<file path="config.mk">
export PLATFORM = sky130hd
export DESIGN_NAME = wdrain_turn_ctrl
export DESIGN_NICKNAME = d
export VERILOG_FILES = /design/src/rtl/wdrain_pkg.sv /design/src/rtl/wdrain_hyst.sv /design/src/rtl/wdrain_turn.sv /design/src/rtl/wdrain_turn_ctrl.sv
export SDC_FILE = /design/constraint.sdc
export NUM_CORES = 1
export LEC_CHECK = 0
export ABC_AREA = 1
export BUFFER_PORTS_ARGS = -buffer_cell sky130_fd_sc_hd__buf_4
export CORE_AREA = 3 3 41 43
export CTS_CLUSTER_SIZE = 20
export DETAILED_ROUTE_END_ITERATION = 16
export DIE_AREA = 0 0 44 46
export PLACE_DENSITY = 0.74
export SLEW_MARGIN = 20
export SYNTH_ARGS = -nofsm -noshare
export SYNTH_HDL_FRONTEND = slang
export SYNTH_SLANG_ARGS = --single-unit
</file>
<file path="constraint.sdc">
create_clock -name clk -period 1.7 [get_ports clk]
set_input_delay 0.085 -clock clk [delete_from_list [all_inputs] [get_ports clk]]
set_output_delay 0.085 -clock clk [all_outputs]
set_load 0.005 [all_outputs]
</file>
<file path="src/rtl/wdrain_pkg.sv">
package wdrain_pkg;
   typedef enum logic {
      BUS_RD = 1'b0,
      BUS_WR = 1'b1
   } bus_dir_e;
endpackage

</file>
<file path="src/rtl/wdrain_hyst.sv">
module wdrain_hyst #(
   parameter int CW = 4
) (
   input  logic          clk,
   input  logic          rst_n,
   input  logic [CW-1:0] wr_count,
   input  logic [CW-1:0] hi_mark,
   input  logic [CW-1:0] lo_mark,
   output logic          drain
);
   logic drain_q;

   always_ff @(posedge clk) begin
      if (!rst_n) begin
         drain_q <= 1'b0;
      end else if (!drain_q && (wr_count >= hi_mark)) begin
         drain_q <= 1'b1;
      end else if (drain_q && (wr_count <= lo_mark)) begin
         drain_q <= 1'b0;
      end
   end

   assign drain = drain_q;

   // entry and exit of the drain mode
   a_r4_enter: assert property (@(posedge clk) disable iff (!rst_n)
      (!drain_q && wr_count >= hi_mark) |=> drain_q);
   a_r4_exit: assert property (@(posedge clk) disable iff (!rst_n)
      (drain_q && wr_count <= lo_mark) |=> !drain_q);
   a_r4_hold: assert property (@(posedge clk) disable iff (!rst_n)
      (drain_q && wr_count > lo_mark) |=> drain_q);
endmodule

</file>
<file path="src/rtl/wdrain_turn.sv">
module wdrain_turn
   import wdrain_pkg::*;
#(
   parameter int MAX_TURN = 15,
   parameter int TW       = (MAX_TURN < 1) ? 1 : $clog2(MAX_TURN + 1)
) (
   input  logic          clk,
   input  logic          rst_n,
   input  logic          want_rd,
   input  logic          want_wr,
   input  logic [TW-1:0] turn_cycles,
   output logic          rd_grant,
   output logic          wr_grant,
   output logic          bus_turn
);
   bus_dir_e dir_q;
   logic     demand;
   logic     mismatch;

   assign demand   = want_rd | want_wr;
   assign mismatch = demand && ((want_wr ? BUS_WR : BUS_RD) != dir_q);

   generate
      if (MAX_TURN == 0) begin : g_free
         // switching costs nothing: direction follows demand at once
         always_ff @(posedge clk) begin
            if (!rst_n)        dir_q <= BUS_RD;
            else if (mismatch) dir_q <= want_wr ? BUS_WR : BUS_RD;
         end
         assign bus_turn = 1'b0;
         assign wr_grant = want_wr;
         assign rd_grant = want_rd;
      end else begin : g_gap
         logic [TW-1:0] gap_q;
         logic          in_gap;
         logic          switch_now;
         logic          start_gap;
         logic          grant_ok;
         bus_dir_e      eff_dir;

         assign in_gap     = (gap_q != '0);
         assign switch_now = !in_gap && mismatch;
         assign start_gap  = switch_now && (turn_cycles != '0);
         assign eff_dir    = switch_now ? (want_wr ? BUS_WR : BUS_RD) : dir_q;
         assign grant_ok   = !in_gap && !start_gap && demand;
         assign wr_grant   = grant_ok && (eff_dir == BUS_WR);
         assign rd_grant   = grant_ok && (eff_dir == BUS_RD);
         assign bus_turn   = in_gap || start_gap;

         always_ff @(posedge clk) begin
            if (!rst_n) begin
               dir_q <= BUS_RD;
               gap_q <= '0;
            end else begin
               if (switch_now) dir_q <= want_wr ? BUS_WR : BUS_RD;
               if (start_gap)   gap_q <= turn_cycles - 1'b1;
               else if (in_gap) gap_q <= gap_q - 1'b1;
            end
         end

         // a running gap counts down by one and keeps the direction
         a_r7_gap_step: assert property (@(posedge clk) disable iff (!rst_n)
            in_gap |=> (gap_q == $past(gap_q) - 1'b1) && (dir_q == $past(dir_q)));
      end
   endgenerate

   // no issue while the bus turns
   a_r7_quiet_turn: assert property (@(posedge clk) disable iff (!rst_n)
      bus_turn |-> (!rd_grant && !wr_grant));
endmodule

</file>
<file path="src/rtl/wdrain_turn_ctrl.sv">
module wdrain_turn_ctrl #(
   parameter int DEPTH    = 8,
   parameter int MAX_TURN = 15,
   parameter int CW       = $clog2(DEPTH + 1),
   parameter int TW       = (MAX_TURN < 1) ? 1 : $clog2(MAX_TURN + 1)
) (
   input  logic          clk,
   input  logic          rst_n,
   input  logic          rd_empty,
   input  logic [CW-1:0] wr_count,
   input  logic [CW-1:0] hi_mark,
   input  logic [CW-1:0] lo_mark,
   input  logic [TW-1:0] turn_cycles,
   output logic          drain_mode,
   output logic          bus_turn,
   output logic          rd_grant,
   output logic          wr_grant,
   output logic          wr_ready
);
   localparam logic [CW-1:0] FULL_CNT = CW'(DEPTH);

   generate
      if (DEPTH < 2) begin : g_bad_depth
         $error("wdrain_turn_ctrl: DEPTH must be at least 2");
      end
      if (MAX_TURN < 0) begin : g_bad_turn
         $error("wdrain_turn_ctrl: MAX_TURN must not be negative");
      end
   endgenerate

   logic have_wr;
   logic want_wr;
   logic want_rd;

   wdrain_hyst #(.CW(CW)) u_hyst (
      .clk      (clk),
      .rst_n    (rst_n),
      .wr_count (wr_count),
      .hi_mark  (hi_mark),
      .lo_mark  (lo_mark),
      .drain    (drain_mode)
   );

   assign have_wr = (wr_count != '0);
   assign want_wr = have_wr && (drain_mode || rd_empty);
   assign want_rd = !rd_empty && !drain_mode;

   wdrain_turn #(.MAX_TURN(MAX_TURN), .TW(TW)) u_turn (
      .clk         (clk),
      .rst_n       (rst_n),
      .want_rd     (want_rd),
      .want_wr     (want_wr),
      .turn_cycles (turn_cycles),
      .rd_grant    (rd_grant),
      .wr_grant    (wr_grant),
      .bus_turn    (bus_turn)
   );

   assign wr_ready = (wr_count < FULL_CNT);

   // one grant at a time, never a write from an empty buffer
   a_r8_one_grant: assert property (@(posedge clk) disable iff (!rst_n)
      !(rd_grant && wr_grant));
   a_r8_no_empty_wr: assert property (@(posedge clk) disable iff (!rst_n)
      wr_grant |-> (wr_count != '0));
   // reads pending and not draining: no write
   a_r3_rd_first: assert property (@(posedge clk) disable iff (!rst_n)
      (!drain_mode && !rd_empty) |-> !wr_grant);
   // draining: no read
   a_r5_no_rd_drain: assert property (@(posedge clk) disable iff (!rst_n)
      drain_mode |-> !rd_grant);
   // threshold ordering expected from the inputs
   a_r10_marks: assert property (@(posedge clk) disable iff (!rst_n)
      lo_mark < hi_mark);
endmodule

</file>
Word-level counts from Yosys, hierarchy flattened
Index checks and enable logic that the tools add are counted.
{ "totals": {"word_cells": 39, "in_bits": 19, "ff_bits": 6, "output_inout_bits": 5} }
{ "classes": {"n_eq_ne": 1, "n_reduce_logical": 22, "bitwise": 2, "muxes": 6, "addsub": 2, "magnitude_cmp": 3} }
{ "ops": {"columns": ["cell", "n"], "rows": [
  ["$reduce_bool A4 Y1", 3],
  ["$logic_and A1 B1 Y1", 11],
  ["$mux W4", 2],
  ["$sub A4 B1 Y4 const B", 2],
  ["$ge A4 B4 Y1", 1],
  ["$le A4 B4 Y1", 1],
  ["$logic_not A1 Y1", 4],
  ["$lt A4 B4 Y1 const B", 1],
  ["$mux W1", 4],
  ["$reduce_bool A2 Y1", 2],
  ["$logic_or A1 B1 Y1", 2],
  ["$ne A1 B1 Y1", 1],
  ["$not A1 Y1", 1],
  ["$or A1 B1 Y1", 1]
]} }

Logic depth before layout (Yosys ltp)
Gate-level depths: netlist of run 1.
{ "depth": {"ltp_word": 11, "ltp_mapped": 10, "mapped_depth_nobuf": 10} }

By module
Synthesis of run 1 repeated with hierarchy kept, for this count alone.
{ "hier_totals": {"hier_cells": 101, "area_unflattened_um2": 654.4} }
{ "modules_own_cells": {"columns": ["module", "area_per_inst_um2", "seq_area_each_um2", "instances", "cells_each"], "rows": [
  ["wdrain_turn", 372.9, 100.1, 1, 55],
  ["wdrain_hyst", 255.2, 20.0, 1, 41],
  ["wdrain_turn_ctrl", 26.3, 0.0, 1, 5]
]} }

Worst setup path before layout of run 1
OpenSTA, ideal clock, no wires.
{ "synth_timing": {"path_kind": "reg-to-reg", "start": "register u_hyst.drain_q (netlist: u_hyst.drain)", "end": "register u_turn.g_gap.gap_q[2]", "setup_ns": 0.066, "n_path_buf": 0, "arrival_time_ns": 1.389, "period_less_slack_ns": 1.455, "required_time_ns": 1.634, "path_slack_ns": 0.245, "path_stages_with_launch": 10, "cell_sequence": "dfxtp_1 nor2_2 nor2_1 nor2_4 nand3_4 nand2_2 nand2_2 ha_1 nand3b_1 a21oi_2"} }
{ "synth_between": {"elab_chain_cells": 8, "word_cells_on_any_way": 12, "cone_classes": "1 x eq/ne; 2 x mux; 1 x bitwise; 8 x reduce/logical"} }
{ "synth_lines": {"columns": ["element", "line", "rtl"], "rows": [
  ["start, declared", "wdrain_hyst.sv:11", "logic drain_q;"],
  ["start signal, assigned", "wdrain_hyst.sv:15", "drain_q <= 1'b0;"],
  ["start signal, assigned", "wdrain_hyst.sv:17", "drain_q <= 1'b1;"],
  ["start signal, assigned", "wdrain_hyst.sv:19", "drain_q <= 1'b0;"],
  ["$logic_or A1 B1 Y1", "wdrain_turn_ctrl.sv:45", "assign want_wr = have_wr && (drain_mode || rd_empty);"],
  ["$logic_and A1 B1 Y1", "wdrain_turn_ctrl.sv:45", null],
  ["$mux W1", "wdrain_turn.sv:21", "assign mismatch = demand && ((want_wr ? BUS_WR : BUS_RD) != dir_q);"],
  ["$ne A1 B1 Y1", "wdrain_turn.sv:21", null],
  ["$logic_and A1 B1 Y1 *", "wdrain_turn.sv:21", null],
  ["$logic_and A1 B1 Y1 *", "wdrain_turn.sv:42", "assign switch_now = !in_gap && mismatch;"],
  ["$logic_and A1 B1 Y1 *", "wdrain_turn.sv:43", "assign start_gap = switch_now && (turn_cycles != '0);"],
  ["$mux W4 or $reduce_bool A2 Y1 (tied branches)", null, null],
  ["end signal, assigned", "wdrain_turn.sv:56", "if (start_gap) gap_q <= turn_cycles - 1'b1;"],
  ["end signal, assigned", "wdrain_turn.sv:57", "else if (in_gap) gap_q <= gap_q - 1'b1;"],
  ["end, declared", "wdrain_turn.sv:34", "logic [TW-1:0] gap_q;"]
]} }
Mark *: on every way between the ends. The rest lies on a longest branch, timed or not.
A chain may end at the register's enable or synchronous reset.

Worst setup path in the final report of run 1
{ "layout_timing": {"start": "register u_turn.g_gap.gap_q[3]", "end": "register u_turn.g_gap.gap_q[2]"} }
{ "layout_between": {"elab_chain_cells": 5, "word_cells_on_any_way": 6, "cone_classes": "1 x mux; 5 x reduce/logical"} }
{ "layout_lines": {"columns": ["element", "line", "rtl"], "rows": [
  ["$reduce_bool A4 Y1 *", "wdrain_turn.sv:41", "assign in_gap = (gap_q != '0);"],
  ["$logic_not A1 Y1", "wdrain_turn.sv:42", null],
  ["$logic_and A1 B1 Y1", "wdrain_turn.sv:42", null],
  ["$logic_and A1 B1 Y1", "wdrain_turn.sv:43", null],
  ["$mux W4 or $reduce_bool A2 Y1 (tied branches)", null, null]
]} }
Marks and branches as above.

==> summary.txt, run 1 <==
Placement
  – Final HPWL DP: around 1200 um
  – Placer Congestion: around 0.80
  – Number of input and output port buffers inserted: 23
  – Placed standard-cell area: roughly 790 um^2

STA
  – Final-report hold violation count: 0
  – Final max-slew violation count: 0
  – Max-slew headroom: 0.857
  – Final Cycle Share: 0.924
  – Maximum frequency from static timing analysis: around 640 MHz
  – Total Negative Setup Slacks: 0 ns
  – Setup repair after global routing missed its margin: false
  – Worst Clk Skew: 0.00628 ns
  – Min Tclk post-route: between 1.5 and 2 ns
  – Least-Margin Pin Slew: 0.213 ns
  – Setup violators final: 0

Floorplan
  – Chip Width: approximately 44 um
  – DIE HEIGHT: ~46 um
  – Initial core utilization: 0.450
  – Standard cell core area: about 1300 um^2
  – Total I/O pin count: 24
  – Core Rows: 13
  – Total Die Area: about 2000 um^2

Routing
  – Number of vias in the routed layout: between 600 and 700
  – Vias/cell: roughly 4.7
  – Wire length after detailed routing: about 1400 um
  – Routed wirelength normalized by instance count: about 11 um
  – Number of optimization iterations in the first detailed-route pass: 3
  – Post-route antenna net violation count: 0
  – Remaining DRCs: 0
  – Number of DRC markers after the initial detailed-route iteration: 7

Synthesis
  – Share of synthesized flip-flops with an asynchronous set or reset: 0
  – Simple-Gate Fraction of Synth Area: 0.350
  – Main combinational cell family by area after synthesis: simple AND/OR/NAND/NOR gates
  – Post-synthesis xor/xnor area fraction: 0
  – Synthesized netlist cell count: 89
  – Mapped Nets: 117
  – Synthesized-area fraction occupied by ao, oa, aoi and oai cells: 0.131
  – Post-Synth Adder-Cell Area: 0.188
  – Seq/Total Area, Yosys: 0.200
  – Per-instance average area after synthesis: 6.75 um^2
  – Post-synthesis instance area: 601 um^2
  – Number of enable-type register cells in the synthesized netlist: 0
  – Top_reg_cell synth: dfxtp_1
  – Most area-consuming cells after synthesis: dfxtp_1 (20%), ha_1 (19%), inv_1 (13%)
  – Distinct cells, synth: 19
  – #FFs+latches synth: 6
  – Dominant cell type by area after synthesis: dfxtp_1
  – Top-area cell type share of the netlist area: 0.200
  – Multiplexer share of the synthesized area: 0
  – Synthesis warning total: 0

Critical path
  – Capturing element type of the critical path: flop
  – Critical path type: reg2reg
  – Most frequent cell on the critical path: nand2_2
  – Ordered cell list for the critical path: nor2_1, nand2_1, nor2_4, nand3_4, nand2_2, nand2_2, ha_1, nand3b_1, a21oi_2
  – Longest individual stage delay on the worst path: roughly 0.3 ns
  – Required time worst endpoint: between 1.5 and 2 ns
  – Slowest stage cell on the critical path: dfxtp_1
  – Worst-path fanout max: 6
  – Worst Setup Start Kind: flop
  – Arr. time, crit path: approximately 1.8 ns

Clocking
  – Number of CTS-inserted buffers: 3
  – H-tree level count: 1
  – Post-CTS repair timing setup buffer count: 0
  – CTS root buf: clkbuf_4
  – Total number of clock tree sinks: 6
  – Clock tree from TritonCTS: yes
  – Source-to-sink clock delay at the later pin of the worst-skew pair: approximately 0.25 ns
  – Clock-pin slew of the registers on the worst-case setup and hold paths: 0.05 ns
  – Maximum clock path buffer count: 2

Layout
  – Area overhead of the layout relative to synthesis: 36.0%
  – Area of the multi-input gates: approximately 400 um^2
  – Share of cells above drive strength 1: 0.322
  – Ant. Diodes: 0
  – NumNets Final: 145
  – FF+latch area: 120 um^2
  – Final design instance area without fill: 817 um^2
  – Filler instances: between 100 and 150

Flow run
  – Max-cap violation count: 0

Pwr
  – Power share of the combinational group: 0.672
  – Power density cells: around 1300 nW/um^2
  – Sw Ratio: 0.450
  – Leakage power of the design: ~0.45 nW
  – Sequential group share of total power: 0.197
  – Clock group share of total power: 0.131
  – Net Switching: roughly 0.00048 W
  – Maximum vdd drop: about 0.00074 V
  – P_int: 0.000581 W

Global route
  – Overall overflow remaining after global route: 0
  – Overall global routing resource usage: 0.167
  – Vias in the first global route: ~600
  – Pin count of the biggest net entering global routing: 7
  – Number of antenna violations at the first check in global routing: 0
  – Global-route wire length before repair: ~2400 um

Outcome
  – Run status: complete, no violations

Hold path
  – Worst hold path class: in2reg
## stage by stage
step	worst slack [ns]	instances	total power (W)	utilization	hold slack [ns]
CTS	0.130	130	0.00106	0.611	0.103
floorplan	0.245	89	0.000708	-	0.197
detailed placement	0.140	127	0.000918	0.594	0.373
global placement	0.197	127	0.000901	0.594	0.367
finish	0.128	130	0.00106	0.613	0.111
global route	0.0401	130	0.00118	0.613	0.108
## critical path, delay by kind of cell, from the launching register on
kind	cells	cell delay (ns)
AND/OR/NAND/NOR	7	0.86
AO/OA/AOI/OAI	1	0.14
adder cells (fa/ha/maj)	1	0.20
flip-flops	1	0.30
## layout make-up
type,instances,share of cell area
tap,15,0.0230
inverter,21,0.0965
multi-input combinational,62,0.495
clock buffer,3,0.0276
sequential,6,0.147
timing repair buffer,23,0.211
## power by group through the flow
| stage | Clock (W) | Combinational, W | Sequential, W |
|---|---|---|---|
| 2_1_floorplan | 0 | 0.000501 | 0.000207 |
| 3_3_place_gp | 0 | 0.000690 | 0.000211 |
| 3_5_place_dp | 0 | 0.000706 | 0.000212 |
| 4_1_cts | 0.000144 | 0.000709 | 0.000209 |
| 5_1_grt | 0.000156 | 0.000806 | 0.000214 |
| 6_report | 0.000138 | 0.000710 | 0.000209 |
## state kept, by name, indices dropped and copies added (netlist names)
register            cells
u_turn.dir_q            1
u_hyst.drain            1
u_turn.g_gap.gap_q      4
## synthesized netlist by cell type, types with 2 or more instances
master	count
nand3_1	2
o21ai_0	2
a21oi_1	6
nor2_1	11
ha_1	9
nand2_1	13
dfxtp_1	6
nand3b_1	2
nand2_2	4
o21bai_1	2
nand4_1	3
nor2_2	2
inv_1	21
## cells in the final DEF, fill, tap and decap left out, drive strengths merged
master and count:
buf 23, inv 21, nand2 17, nor2 14, ha 9, a21oi 7, dfxtp 6, nand3 4
nand4 3, clkbuf 3, o21ai 2, nand3b 2, o21bai 2, o21a 1, o211ai 1
## kinds of logic (layout without fill, tap and decap cells)
family | count (synthesis) | in the layout
AOI/OAI and AO/OA | 13 | 13
DFF | 6 | 6
and+or+nand+nor | 40 | 40
buffers and inverters | 21 | 47
adders and majority gates | 9 | 9
## metal layers
metal,GRT usage,wire (um),part of all wire
met5,0,0,0
met1,0.197,653,0.47
met3,0.0593,102,0.073
met2,0.270,616,0.44
met4,0.0723,23,0.016
## what timing repair did
item / CTS / global route
hold endpoints to repair: 0 / 0
hold buffers: 0 / 0
gates resized for setup: 0 / 1
endpoints found under the setup margin: 0 / 1
## worst paths after layout
path,start,endpoint,slack (ns),depth (start not counted)
worst max-delay path,u_turn.g_gap.gap_q[3],u_turn.g_gap.gap_q[2],0.13,9
worst min register to register,u_hyst.drain,u_hyst.drain,0.52,2
worst max register to register,u_turn.g_gap.gap_q[3],u_turn.g_gap.gap_q[2],0.13,9
worst min-delay path,rst_n,u_turn.g_gap.gap_q[1],0.11,3
No activity file was read; power rests on OpenSTA's default activity.
==> inputs of run 2 (changes only) <==
--- a/config.mk
+++ b/config.mk
@@ -7,11 +7,12 @@
 export LEC_CHECK = 0
 export ABC_AREA = 1
 export BUFFER_PORTS_ARGS = -buffer_cell sky130_fd_sc_hd__buf_4
-export CORE_AREA = 3 3 41 43
+export CORE_AREA = 3 3 40 42
+export CTS_BUF_LIST = sky130_fd_sc_hd__clkbuf_4 sky130_fd_sc_hd__clkbuf_8
 export CTS_CLUSTER_SIZE = 20
 export DETAILED_ROUTE_END_ITERATION = 16
-export DIE_AREA = 0 0 44 46
-export PLACE_DENSITY = 0.74
+export DIE_AREA = 0 0 43 45
+export PLACE_DENSITY = 0.77
 export SLEW_MARGIN = 20
 export SYNTH_ARGS = -nofsm -noshare
 export SYNTH_HDL_FRONTEND = slang
==> summary.txt, run 2 (same netlist as run 1, synthesis figures left out) <==
Global route
  – Pin count of the biggest net entering global routing: 7 (unchanged)
  – Number of antenna violations at the first check in global routing: 0 (unchanged)
  – Overall overflow remaining after global route: 0 (unchanged)
  – Vias in the first global route: 595 (+2.1%)
  – Overall global routing resource usage: 0.164 (-0.00236)
  – Global-route wire length before repair: 2370 um (+0.30%)

Clocking
  – CTS root buf: clkbuf_4
  – Number of CTS-inserted buffers: 3 (unchanged)
  – H-tree level count: 1 (unchanged)
  – Clock tree from TritonCTS: yes
  – Post-CTS repair timing setup buffer count: 0 (unchanged)
  – Post-cts resize count: 0 (unchanged)
  – Hold_buf cts: 0 (unchanged)
  – Total number of clock tree sinks: 6 (unchanged)
  – Maximum clock path buffer count: 2 (unchanged)
  – Clock-pin slew of the registers on the worst-case setup and hold paths: 0.05 ns (about the same)
  – Source-to-sink clock delay at the later pin of the worst-skew pair: 0.24 ns (about the same)

Critical path
  – Capturing element type of the critical path: flop
  – Arr. time, crit path: 1.74 ns (-0.02 ns)
  – Minimum setup slack among reg-to-reg paths: 0.14 ns (about the same)
  – Worst R2R Start: u_hyst.drain
  – Worst-path fanout max: 6 (unchanged)
  – Worst Setup Start Kind: flop
  – Most frequent cell on the critical path: nand2_2
  – Ordered cell list for the critical path: nor2_2, nor2_1, nor2_4, nand3_4, nand2_2, nand2_2, ha_1, nand3b_1, a21oi_2
  – Required time worst endpoint: 1.88 ns (about the same)
  – Longest individual stage delay on the worst path: 0.33 ns (+0.03 ns)
  – FF-to-FF End: u_turn.g_gap.gap_q[2]
  – Critical path type: reg2reg
  – Slowest stage cell on the critical path: dfxtp_1
  – Worst reg2reg path depth: 9 (unchanged)

Routing
  – Remaining DRCs: 0 (unchanged)
  – Vias/cell: 4.90 (+3.4%)
  – Number of optimization iterations in the first detailed-route pass: 4 (+1)
  – Number of DRC markers after the initial detailed-route iteration: 6 (-1)
  – Wire length after detailed routing: 1340 um (-4.2%)
  – Routed wirelength normalized by instance count: 10.3 um (-4.2%)
  – Post-route antenna net violation count: 0 (unchanged)
  – Number of vias in the routed layout: 637 (+3.4%)

Floorplan
  – Core Rows: 13 (unchanged)
  – Total Die Area: 1940 um^2 (-4.4%)
  – Standard cell core area: 1280 um^2 (-3.7%)
  – Initial core utilization: 0.467 (+0.0171)
  – DIE HEIGHT: 45 um (-2.2%)
  – Total I/O pin count: 24 (unchanged)
  – Chip Width: 43 um (-2.3%)

Layout
  – Reg with most FFs: u_turn.g_gap.gap_q
  – NumNets Final: 145 (unchanged)
  – Most common library cell in the layout ignoring fill and taps: buf_4
  – Final core utilization: 0.634 (+0.0213)
  – Share of cells above drive strength 1: 0.313 (-0.00870)
  – Most frequent cells in the layout: buf_4 (23), inv_1 (21), nand2_1 (13), nor2_1 (11), ha_1 (9)
  – Ant. Diodes: 0 (unchanged)
  – Number of flip-flops under the largest register name: 4 (unchanged)
  – Area overhead of the layout relative to synthesis: 35.6%

STA
  – Final max-slew violation count: 0 (unchanged)
  – Worst Clk Skew: 0.00101 ns (-0.00527 ns)
  – Worst-case hold slack: 0.114 ns (+0.00308 ns)
  – Min Tclk post-route: 1.56 ns (-0.0126 ns)
  – Setup repair after global routing missed its margin: false
  – Final-report hold violation count: 0 (unchanged)
  – Setup violators final: 0 (unchanged)
  – Least-Margin Pin Slew: 0.218 ns (+0.00482 ns)
  – Post-route setup slack: 0.141 ns (+0.0126 ns)
  – Total Negative Setup Slacks: 0 ns (unchanged)
  – Final Cycle Share: 0.917 (-0.00744)
  – Max-slew headroom: 0.854 (-0.00322)
  – Maximum frequency from static timing analysis: 641 MHz (+0.81%)

Outcome
  – Run status: complete, no violations

Flow run
  – Max-cap violation count: 0 (unchanged)

Hold path
  – Worst hold path class: in2reg
  – Launch instance of the worst min-delay path: rst_n
  – Endpoint with the worst hold slack: u_turn.g_gap.gap_q[1]
  – Worst Hold Path Cells: 3 (unchanged)

Placement
  – Worst slack at placement: 0.132 ns (-0.00801 ns)
  – Number of input and output port buffers inserted: 23 (unchanged)
  – Placer Congestion: 0.782 (-1.7%)
  – Final HPWL DP: 1190 um (-1.7%)

Pwr
  – Power density cells: 1300 nW/um^2 (+0.58%)
  – Leakage power of the design: 0.455 nW (about the same)
  – Maximum vdd drop: 0.000881 V (+19%)
  – Overall power after layout: 0.00106 W (+0.27%)
==> run 2: area by class of cell <==
cell class	instances	area [um^2]
timing repair buffer	23	173
fill	123	470
multi-input combinational	62	402
clock buffer	3	22.5
tap	15	18.8
sequential	6	120
inverter	21	78.8
==> run 2: layer usage <==
metal	global-route usage	wire, um	vias up
met5	0	0	-
met4	0.0904	0	0
met3	0.0159	73	0
met2	0.290	693	16
met1	0.196	569	283
li1	-	-	338
==> run 2: report_power, final <==
group | leakage (nW) | switching (W) | internal, W
clock network | 0.0138 | 0.0000539 | 0.0000800
logic | 0.391 | 0.000402 | 0.000314
registers | 0.0496 | 0.0000220 | 0.000187
total | 0.455 | 0.000478 | 0.000582
==> run 2: worst max path at each step <==
stage,from,end,slack (ns),cells after the start
floorplan,u_hyst.drain,u_turn.g_gap.gap_q[2],0.24,9
global placement,u_turn.g_gap.gap_q[3],u_turn.g_gap.gap_q[2],0.20,9
detailed placement,u_hyst.drain,u_turn.g_gap.gap_q[2],0.13,9
CTS,u_hyst.drain,u_turn.g_gap.gap_q[2],0.12,9
global route,u_turn.g_gap.gap_q[3],u_turn.g_gap.gap_q[2],0.0005,9
finish,u_hyst.drain,u_turn.g_gap.gap_q[2],0.14,9
==> run 2: worst max-delay path, delay by kind of cell, from the launching register on <==
kind,cells,cell delay (ns)
compound gates,1,0.13
fa+ha+maj,1,0.21
flops,1,0.33
simple gates,7,0.84
==> run 2: metrics by stage <==
stage,cells,instance area [um^2]
after floorplan,89,601
after global placement,127,792
after detailed placement,127,792
after CTS,130,815
after global routing,130,815
final,130,815
==> inputs of run 3 (changes only) <==
--- a/config.mk
+++ b/config.mk
@@ -13,6 +13,7 @@
 export DETAILED_ROUTE_END_ITERATION = 16
 export DIE_AREA = 0 0 43 45
 export PLACE_DENSITY = 0.77
+export SETUP_SLACK_MARGIN = 0.15
 export SLEW_MARGIN = 20
 export SYNTH_ARGS = -nofsm -noshare
 export SYNTH_HDL_FRONTEND = slang
==> summary.txt, run 3 (same netlist as run 1, synthesis figures left out) <==
Routing
  – Remaining DRCs: 0 (unchanged)
  – Number of optimization iterations in the first detailed-route pass: 3 (-1)
  – Routed wirelength normalized by instance count: 11.4 um (+11%)
  – Wire length after detailed routing: 1540 um (+15%)
  – Number of DRC markers after the initial detailed-route iteration: 5 (-1)
  – Post-route antenna net violation count: 0 (unchanged)
  – Number of vias in the routed layout: 650 (+2.0%)
  – Vias/cell: 4.81 (-1.7%)

Layout
  – Area of the multi-input gates: 447 um^2 (+11%)
  – NumNets Final: 150 (+3.4%)
  – Number of flip-flops under the largest register name: 4 (unchanged)
  – Final design instance area without fill: 901 um^2 (+11%)
  – Filler instances: 116 (-5.7%)
  – Area overhead of the layout relative to synthesis: 50.0%
  – Reg with most FFs: u_turn.g_gap.gap_q
  – Ant. Diodes: 0 (unchanged)
  – Most frequent cells in the layout: buf_4 (28), inv_1 (20), nand2_1 (9), nor2_1 (8), ha_1 (8)
  – FF+latch area: 124 um^2 (+3.1%)
  – Share of cells above drive strength 1: 0.442 (+0.129)
  – Most common library cell in the layout ignoring fill and taps: buf_4

STA
  – Min Tclk post-route: 1.52 ns (-0.0348 ns)
  – Max-slew headroom: 0.848 (-0.00663)
  – Setup violators final: 0 (unchanged)
  – Worst Clk Skew: 0.00103 ns (+0.0000169 ns)
  – Final max-slew violation count: 0 (unchanged)
  – Setup repair after global routing missed its margin: true
  – Maximum frequency from static timing analysis: 656 MHz (+2.3%)
  – Final-report hold violation count: 0 (unchanged)
  – Least-Margin Pin Slew: 0.228 ns (+0.00991 ns)
  – Total Negative Setup Slacks: 0 ns (unchanged)
  – Final Cycle Share: 0.897 (-0.0205)

Global route
  – Overall overflow remaining after global route: 0 (unchanged)
  – Overall global routing resource usage: 0.172 (+0.00750)
  – Vias in the first global route: 605 (+1.7%)
  – Number of antenna violations at the first check in global routing: 0 (unchanged)
  – Global-route wire length before repair: 2470 um (+4.1%)
  – Pin count of the biggest net entering global routing: 7 (unchanged)

Hold path
  – Worst hold path class: in2reg

Clocking
  – Clock tree from TritonCTS: yes
  – CTS root buf: clkbuf_4
  – Number of CTS-inserted buffers: 3 (unchanged)
  – Maximum clock path buffer count: 2 (unchanged)
  – H-tree level count: 1 (unchanged)
  – Total number of clock tree sinks: 6 (unchanged)
  – Clock-pin slew of the registers on the worst-case setup and hold paths: 0.05 ns (about the same)
  – Source-to-sink clock delay at the later pin of the worst-skew pair: 0.25 ns (about the same)

Critical path
  – Critical path type: reg2out
  – Arr. time, crit path: 1.44 ns (-0.30 ns)
  – Capturing element type of the critical path: output port
  – Worst-path fanout max: 6 (unchanged)
  – Worst Setup Start Kind: flop
  – Required time worst endpoint: 1.62 ns (-0.26 ns)

Pwr
  – Power density cells: 1430 nW/um^2 (+9.9%)
  – Leakage power of the design: 0.485 nW (+6.6%)
  – Maximum vdd drop: 0.000896 V (+1.7%)

Outcome
  – Run status: complete, no violations

Placement
  – Final HPWL DP: 1190 um (unchanged)
  – Placer Congestion: 0.782 (unchanged)
  – Number of input and output port buffers inserted: 23 (unchanged)
  – Placed standard-cell area: 792 um^2 (unchanged)

Floorplan
  – Total Die Area: 1940 um^2 (unchanged)
  – Core Rows: 13 (unchanged)
  – Initial core utilization: 0.467 (unchanged)
  – Chip Width: 43 um (unchanged)
  – Standard cell core area: 1280 um^2 (unchanged)
  – Total I/O pin count: 24 (unchanged)
  – DIE HEIGHT: 45 um (unchanged)

Flow run
  – Max-cap violation count: 0 (unchanged)
run 3: stage by stage:
stage	utilization	hold WS, ns	std cells	setup slack, ns	total power (W)
after detailed placement	0.616	0.355	127	0.132	0.000923
after global placement	0.616	0.360	127	0.196	0.000905
after CTS	0.644	0.104	131	0.134	0.00109
final	0.701	0.109	135	0.176	0.00129
after floorplan	-	0.197	89	0.245	0.000708
after global routing	0.701	0.116	135	0.0880	0.00141
run 3: area by class of cell:
type                       instances  share of cell area
clock buffer                       3              0.0250
inverter                          21              0.0875
multi-input combinational         62               0.496
sequential                         6               0.138
tap                               15              0.0208
timing repair buffer              28               0.233
run 3: final timing paths:
kind | startpoint | end | slack (ns) | cells after the start
max | u_turn.g_gap.gap_q[0] | bus_turn | 0.18 | 7
min | rst_n | u_turn.g_gap.gap_q[1] | 0.11 | 3
max reg2reg | u_turn.g_gap.gap_q[0] | u_turn.g_gap.gap_q[2] | 0.19 | 9
min reg2reg | u_hyst.drain | u_hyst.drain | 0.51 | 2
run 3: critical path, cell delays in order (launching register included):
cell     delay [ns]
dfxtp_2        0.33
nor2_4         0.11
nand2_2        0.08
nor2_4         0.19
nand3_4        0.11
buf_4          0.15
nand2_1        0.10
buf_4          0.13
run 3: metal layers:
layer  global-route usage  up-vias  share of wire
met5                    0        -              0
met4               0.0904        0          0.014
met3               0.0159        3          0.034
met2                0.311       11           0.52
met1                0.200      290           0.43
li1                     -      346              -
run 3: repair_timing:
| item | in CTS | in global routing |
|---|---|---|
| endpoints found under the hold margin | 0 | 0 |
| resized for setup | 2 | 14 |
| endpoints found under the setup margin | 2 | 3 |
| hold buffers | 0 | 0 |
| buffers inserted | 1 | 4 |
| pin swaps | 3 | 11 |
run 3: power breakdown:
group	internal, W	switching [W]	leakage, nW
clock network	0.0000800	0.0000539	0.0138
registers	0.000192	0.0000347	0.0505
logic	0.000449	0.000479	0.420
